### config.mk
export PLATFORM = sky130hd
export DESIGN_NAME = tile_gray_expander
export DESIGN_NICKNAME = d
export VERILOG_FILES = /design/src/rtl/tge_pkg.sv /design/src/rtl/tge_capture.sv /design/src/rtl/tge_mapper.sv /design/src/rtl/tge_emitter.sv /design/src/rtl/tile_gray_expander.sv
export SDC_FILE = /design/constraint.sdc
export NUM_CORES = 1
export LEC_CHECK = 0
export BUFFER_PORTS_ARGS = -buffer_cell sky130_fd_sc_hd__buf_2
export CAP_MARGIN = 30
export CELL_PAD_IN_SITES_DETAIL_PLACEMENT = 1
export CELL_PAD_IN_SITES_GLOBAL_PLACEMENT = 1
export CORE_MARGIN = 1
export CORE_UTILIZATION = 45
export DETAILED_ROUTE_END_ITERATION = 8
export PLACE_DENSITY_LB_ADDON = 0.05
export SYNTH_ARGS = -nofsm -noshare
export SYNTH_HDL_FRONTEND = slang
export SYNTH_SLANG_ARGS = --single-unit
### constraint.sdc
create_clock -name clk -period 4.22 [get_ports clk]
set_input_delay 0.844 -clock clk [delete_from_list [all_inputs] [get_ports clk]]
set_output_delay 0.844 -clock clk [all_outputs]
set_load 0.05 [all_outputs]
### src/rtl/tge_pkg.sv
package tge_pkg;
  typedef enum logic {
    PH_LOAD = 1'b0,
    PH_EMIT = 1'b1
  } phase_t;
endpackage

### src/rtl/tge_capture.sv
module tge_capture #(
  parameter int ROWS  = 8,
  parameter int SLOTS = 8,
  parameter int CW    = 4
) (
  input  logic                  clk,
  input  logic                  rst,
  input  logic                  wr_en,
  input  logic                  wrap,
  input  logic [ROWS-1:0]       wr_data,
  output logic [CW-1:0]         count,
  output logic [SLOTS*ROWS-1:0] slots_flat
);
  always_ff @(posedge clk) begin
    if (rst)        count <= '0;
    else if (wr_en) count <= wrap ? '0 : count + 1'b1;
  end

  for (genvar g = 0; g < SLOTS; g++) begin : g_slot
    logic [ROWS-1:0] col_q;
    always_ff @(posedge clk) begin
      if (rst)                            col_q <= '0;
      else if (wr_en && count == CW'(g))  col_q <= wr_data;
    end
    assign slots_flat[g*ROWS +: ROWS] = col_q;
  end
endmodule

### src/rtl/tge_mapper.sv
module tge_mapper #(
  parameter int ROWS  = 8,
  parameter int PAIRS = 4,
  parameter int NIB_W = 4
) (
  input  logic [2*PAIRS*ROWS-1:0]       slots_flat,
  input  logic                          half,
  input  logic [$clog2(ROWS*PAIRS)-1:0] idx,
  output logic [2*NIB_W-1:0]            pix_byte
);
  localparam int IW = $clog2(ROWS*PAIRS);
  localparam int PW = $clog2(PAIRS);

  logic [IW-PW-1:0] row;
  logic [PW-1:0]    col;
  logic [PAIRS-1:0] hi_bit, lo_bit, dup_bit;

  assign row = idx[IW-1:PW];
  assign col = idx[PW-1:0];

  for (genvar j = 0; j < PAIRS; j++) begin : g_pair
    logic [ROWS-1:0] first_b, second_b, single_b;
    assign first_b    = slots_flat[(2*j)*ROWS   +: ROWS];
    assign second_b   = slots_flat[(2*j+1)*ROWS +: ROWS];
    assign single_b   = slots_flat[j*ROWS       +: ROWS];
    assign hi_bit[j]  = first_b[row];
    assign lo_bit[j]  = second_b[row];
    assign dup_bit[j] = single_b[row];
  end

  always_comb begin
    if (half) pix_byte = {(2*NIB_W){dup_bit[col]}};
    else      pix_byte = {{NIB_W{hi_bit[col]}}, {NIB_W{lo_bit[col]}}};
  end
endmodule

### src/rtl/tge_emitter.sv
module tge_emitter #(
  parameter int OUT_BYTES = 32,
  parameter int IW        = 5
) (
  input  logic          clk,
  input  logic          rst,
  input  logic          start,
  input  logic          out_ready,
  output logic          out_valid,
  output logic [IW-1:0] idx
);
  always_ff @(posedge clk) begin
    if (rst) begin
      out_valid <= 1'b0;
      idx       <= '0;
    end else if (start) begin
      out_valid <= 1'b1;
      idx       <= '0;
    end else if (out_valid && out_ready) begin
      if (idx == IW'(OUT_BYTES-1)) begin
        out_valid <= 1'b0;
        idx       <= '0;
      end else begin
        idx <= idx + 1'b1;
      end
    end
  end
endmodule

### src/rtl/tile_gray_expander.sv
module tile_gray_expander #(
  parameter int ROWS  = 8,
  parameter int PAIRS = 4,
  parameter int NIB_W = 4
) (
  input  logic                 clk,
  input  logic                 rst,
  input  logic                 half_mode,
  input  logic                 in_valid,
  output logic                 in_ready,
  input  logic [ROWS-1:0]      in_data,
  output logic                 out_valid,
  input  logic                 out_ready,
  output logic [2*NIB_W-1:0]   out_data
);
  import tge_pkg::*;

  localparam int SLOTS     = 2*PAIRS;
  localparam int OUT_BYTES = ROWS*PAIRS;
  localparam int BYTE_W    = 2*NIB_W;
  localparam int IW        = $clog2(OUT_BYTES);
  localparam int CW        = $clog2(SLOTS+1);

  phase_t                phase;
  logic                  in_fire, last_in, eff_half, mode_q;
  logic [CW-1:0]         count;
  logic [SLOTS*ROWS-1:0] slots_flat;
  logic [IW-1:0]         idx;
  logic                  emit_valid;

  assign phase    = emit_valid ? PH_EMIT : PH_LOAD;
  assign in_ready = (phase == PH_LOAD);
  assign in_fire  = in_valid && in_ready;
  assign eff_half = (count == '0) ? half_mode : mode_q;
  assign last_in  = in_fire &&
                    (count == (eff_half ? CW'(PAIRS-1) : CW'(SLOTS-1)));

  always_ff @(posedge clk) begin
    if (rst)                          mode_q <= 1'b0;
    else if (in_fire && count == '0)  mode_q <= half_mode;
  end

  tge_capture #(.ROWS(ROWS), .SLOTS(SLOTS), .CW(CW)) u_cap (
    .clk        (clk),
    .rst        (rst),
    .wr_en      (in_fire),
    .wrap       (last_in),
    .wr_data    (in_data),
    .count      (count),
    .slots_flat (slots_flat)
  );

  tge_emitter #(.OUT_BYTES(OUT_BYTES), .IW(IW)) u_emit (
    .clk       (clk),
    .rst       (rst),
    .start     (last_in),
    .out_ready (out_ready),
    .out_valid (emit_valid),
    .idx       (idx)
  );

  tge_mapper #(.ROWS(ROWS), .PAIRS(PAIRS), .NIB_W(NIB_W)) u_map (
    .slots_flat (slots_flat),
    .half       (mode_q),
    .idx        (idx),
    .pix_byte   (out_data)
  );

  assign out_valid = emit_valid;
endmodule

==> report_table.html <==
<table>
<tr><th>Metric</th><th>Value</th></tr>
<tr><th colspan="2">Run status</th></tr>
<tr><td>Run status</td><td>complete, no violations</td></tr>
<tr><th colspan="2">Final layout</th></tr>
<tr><td>Fraction of final layout cells sized beyond drive strength 1</td><td>between 10 and 15%</td></tr>
<tr><td># nets final</td><td>~440</td></tr>
<tr><td>Most used cells in the layout excluding fill and tap cells</td><td>sky130_fd_sc_hd__nand2_1 (85), sky130_fd_sc_hd__a21oi_1 (75), sky130_fd_sc_hd__dfxtp_1 (75), sky130_fd_sc_hd__nand3_1 (68), sky130_fd_sc_hd__buf_2 (22)</td></tr>
<tr><td>Most frequent standard cell in the layout excluding fill and tap cells</td><td>sky130_fd_sc_hd__nand2_1</td></tr>
<tr><td>Diode insertion count for antenna repair</td><td>0</td></tr>
<tr><td>Post-Route Utilization</td><td>between 50% and 60%</td></tr>
<tr><td>Area added between synthesis and finish</td><td>10.82%</td></tr>
<tr><td>Final Instance Area</td><td>around 4000 sq um</td></tr>
<tr><th colspan="2">Logic synthesis</th></tr>
<tr><td>Biggest area contributors in the synthesized netlist</td><td>sky130_fd_sc_hd__dfxtp_1 (42%), sky130_fd_sc_hd__a21oi_1 (11%), sky130_fd_sc_hd__nand3_1 (9.6%)</td></tr>
<tr><td>Cell Area, Synth</td><td>roughly 3500 sq um</td></tr>
<tr><td>Post-synth top area share</td><td>42.45%</td></tr>
<tr><td>Synthesized net count</td><td>443</td></tr>
<tr><td>Top flip-flop cell by instance count after synthesis</td><td>sky130_fd_sc_hd__dfxtp_1</td></tr>
<tr><td>Yosys reg bits</td><td>75</td></tr>
<tr><td>Total of warnings raised by yosys</td><td>0</td></tr>
<tr><td>Average footprint of a synthesized cell</td><td>8.342 sq um</td></tr>
<tr><td>Number of flops mapped to enable cells by yosys</td><td>0</td></tr>
<tr><td>Fraction of synthesis flops using an asynchronous set or reset pin</td><td>0%</td></tr>
<tr><td>Cells after synthesis</td><td>~420</td></tr>
<tr><td>Number of library cell types mapped by synthesis</td><td>35</td></tr>
<tr><td>Sequential-to-total area share from yosys stat</td><td>a little over two fifths</td></tr>
<tr><td>Library cell with the largest summed area after synthesis</td><td>sky130_fd_sc_hd__dfxtp_1</td></tr>
<tr><th colspan="2">Worst hold path</th></tr>
<tr><td>Class of the tightest hold or removal check</td><td>reg2reg</td></tr>
<tr><th colspan="2">Route</th></tr>
<tr><td>DRC errors left</td><td>0</td></tr>
<tr><td>Number of nets with antenna violations after detailed routing</td><td>0</td></tr>
<tr><td>Per-cell via count in the routed design</td><td>around 5.9</td></tr>
<tr><td>Drt pass-1 iters</td><td>4</td></tr>
<tr><td>Routed Wire Length</td><td>around 10000 microns</td></tr>
<tr><td>Average detailed-routed wire length per instance</td><td>just under 20 microns</td></tr>
<tr><td>Detailed-route via count</td><td>3105</td></tr>
<tr><td>Initial drt markers</td><td>about 130</td></tr>
<tr><th colspan="2">Pwr</th></tr>
<tr><td>Leakage</td><td>approximately 0.0013 uW</td></tr>
<tr><td>Power density relative to cell area</td><td>about 400 nW/um^2</td></tr>
<tr><td>Worst voltage drop across the vdd grid</td><td>163.9 uV</td></tr>
<tr><th colspan="2">Clocking</th></tr>
<tr><td>Maximum level of the CTS H-tree</td><td>3</td></tr>
<tr><td>Clock sink count</td><td>75</td></tr>
<tr><td>Inserted Clock Buffers</td><td>9</td></tr>
<tr><td>TritonCTS clock tree</td><td>done</td></tr>
<tr><td>Number of hold buffers added after cts</td><td>0</td></tr>
<tr><td>Post-CTS setup-driven buffer insertion count</td><td>0</td></tr>
<tr><td>Number of buffers between clock root and the deepest sink</td><td>2</td></tr>
<tr><td>Quantity of gates resized following cts</td><td>0</td></tr>
<tr><td>Clk_lat worst skew</td><td>~0.36 ns</td></tr>
<tr><td>Root Buffer</td><td>sky130_fd_sc_hd__clkbuf_8</td></tr>
<tr><td>Clock-pin slew of the registers on the worst-case setup and hold paths</td><td>0.07 ns</td></tr>
<tr><th colspan="2">Worst setup path</th></tr>
<tr><td>Endpoint kind of the worst setup timing path</td><td>output port</td></tr>
<tr><td>Maximum fanout along the worst path</td><td>11</td></tr>
<tr><td>Critical setup path kind</td><td>reg2out</td></tr>
<tr><td>Arrival time reported for the critical path endpoint</td><td>2.95 ns</td></tr>
<tr><td>Data required time at the worst endpoint</td><td>~3.4 ns</td></tr>
<tr><td>Element type at the critical path start</td><td>register</td></tr>
<tr><th colspan="2">Timing</th></tr>
<tr><td>F_max</td><td>roughly 260 MHz</td></tr>
<tr><td>Part of the cycle the worst path needs</td><td>89.82%</td></tr>
<tr><td>Worst relative slew slack</td><td>about 35%</td></tr>
<tr><td>Final min period</td><td>between 3 and 4 ns</td></tr>
<tr><td>Hold_ws</td><td>approximately 0.46 ns</td></tr>
<tr><td>Final Slew Violations</td><td>0</td></tr>
<tr><td>Unrepaired setup endpoints after global routing</td><td>false</td></tr>
<tr><td>Slew at the pin with the worst max-slew slack</td><td>~0.97 ns</td></tr>
<tr><td>Hold Fails Final Rpt</td><td>0</td></tr>
<tr><td>Endpoints failing setup</td><td>0</td></tr>
<tr><td>Worst Clk Skew</td><td>roughly 0.0090 ns</td></tr>
<tr><td>Setup TNS after final layout</td><td>0 ns</td></tr>
<tr><th colspan="2">Global routing</th></tr>
<tr><td>Total global routing track utilization</td><td>roughly 27%</td></tr>
<tr><td>Maximum number of pins on one net before global-route repair</td><td>38</td></tr>
<tr><td>Grt ovf</td><td>0</td></tr>
<tr><td>Antenna violations before repair</td><td>0</td></tr>
<tr><td>Number of global-route vias before repair</td><td>3171</td></tr>
<tr><td>First-pass GRT wire length</td><td>around 17000 microns</td></tr>
<tr><th colspan="2">Job</th></tr>
<tr><td>Max-capacitance violation count</td><td>0</td></tr>
<tr><th colspan="2">Placed design</th></tr>
<tr><td>Final weighted congestion of routability-driven global placement</td><td>slightly below 0.8</td></tr>
<tr><td>Placed instance area</td><td>roughly 3700 sq um</td></tr>
<tr><td>Final HPWL from detailed placement</td><td>around 6800 microns</td></tr>
<tr><td>PortBufs</td><td>22</td></tr>
<tr><th colspan="2">Floorplan</th></tr>
<tr><td>Number of top-level design ports</td><td>23</td></tr>
<tr><td>Core region area</td><td>approximately 7400 sq um</td></tr>
<tr><td>Initial cell density of the core</td><td>a little under half</td></tr>
<tr><td>Die boundary height</td><td>around 91 microns</td></tr>
<tr><td>Die area</td><td>8219 sq um</td></tr>
<tr><td>Die Width</td><td>roughly 91 microns</td></tr>
<tr><td>Rows</td><td>31</td></tr>
</table>
==> cells by family after synthesis <==
family / after synthesis / share of synthesized area (%)
mux: 22 / 12.13
xor+xnor: 3 / 0.7430
flops: 75 / 42.45
buf+inv: 50 / 6.261
fa+ha+maj: 6 / 2.122
simple gates: 180 / 22.96
compound gates: 88 / 13.34
==> through the flow <==
step	total power [uW]	worst slack [ns]	std cells
2_1_floorplan	857.6	1.024	424
3_3_place_gp	899.6	0.8864	512
3_5_place_dp	902.2	0.8670	512
4_1_cts	1611	0.4020	528
5_1_grt	1658	0.2890	528
6_report	1601	0.4296	528
==> Yosys cell counts (2+ instances only) <==
library cell                n
sky130_fd_sc_hd__mux4_1     5
sky130_fd_sc_hd__ha_1       6
sky130_fd_sc_hd__inv_1      8
sky130_fd_sc_hd__nor2b_1    2
sky130_fd_sc_hd__buf_1      4
sky130_fd_sc_hd__nor2_1    11
sky130_fd_sc_hd__mux2i_1    5
sky130_fd_sc_hd__and3_1     2
sky130_fd_sc_hd__o21ai_0    4
sky130_fd_sc_hd__nor3_1     2
sky130_fd_sc_hd__clkbuf_1  28
sky130_fd_sc_hd__buf_2      3
sky130_fd_sc_hd__nand4_1    2
sky130_fd_sc_hd__a21oi_1   75
sky130_fd_sc_hd__dfxtp_1   75
sky130_fd_sc_hd__nand2_1   85
sky130_fd_sc_hd__a311o_1    2
sky130_fd_sc_hd__mux2_2     2
sky130_fd_sc_hd__a221oi_1   2
sky130_fd_sc_hd__nand2b_1   4
sky130_fd_sc_hd__buf_4      6
sky130_fd_sc_hd__mux4_2    10
sky130_fd_sc_hd__nand3_1   68
sky130_fd_sc_hd__xor2_1     2
==> per-layer routing <==
layer	track usage [%]	routed length, microns	up-vias	part of all wire (%)
met5	0	0	-	0
met4	11.56	230	0	2.2
met2	45.71	5107	67	49
li1	-	-	1479	-
met3	5.051	381	25	3.7
met1	34.17	4697	1534	45
==> sequential cells by signal (all words and copies together), names as in the netlist <==
name                flops
u_cap.g_slot.col_q     64
u_emit.idx              5
u_cap.count             4
mode_q                  1
u_emit.out_valid        1
==> worst max-delay path: stages (launching register included) <==
cell	delay [ns]
sky130_fd_sc_hd__dfxtp_1	0.75
sky130_fd_sc_hd__mux4_1	0.69
sky130_fd_sc_hd__mux2_2	0.32
sky130_fd_sc_hd__nor2_1	0.15
sky130_fd_sc_hd__o32ai_1	0.13
sky130_fd_sc_hd__a311o_1	0.33
sky130_fd_sc_hd__buf_2	0.23
==> path summary, 6_finish.rpt <==
| kind | startpoint | endpoint | cells past startpoint | slack (ns) |
|---|---|---|---|---|
| max | u_emit.idx[2] | out_data[3] | 6 | 0.43 |
| min | u_cap.g_slot[4].col_q[5] | u_cap.g_slot[4].col_q[5] | 2 | 0.46 |
| max reg2reg | u_emit.idx[2] | u_emit.idx[2] | 5 | 2.07 |
| min reg2reg | u_cap.g_slot[4].col_q[5] | u_cap.g_slot[4].col_q[5] | 2 | 0.46 |
==> power breakdown <==
| part | leakage, uW | total, uW | switching, uW | internal, uW |
|---|---|---|---|---|
| Clock | 0.000133 | 714 | 273 | 441 |
| Combinational | 0.000600 | 151 | 112 | 39.1 |
| Sequential | 0.000606 | 735 | 12.8 | 723 |
| Total | 0.00134 | 1600 | 398 | 1200 |
==> area by class of cell <==
cell class	instances	area, sq um
Clock buffer	12	165.2
Tap cell	99	123.9
Multi-Input combinational cell	299	1827
Fill cell	898	3488
Inverter	8	30.03
Clock inverter	4	95.09
Sequential cell	75	1501
Timing Repair Buffer	31	177.7
No activity file was read; power rests on OpenSTA's default activity.
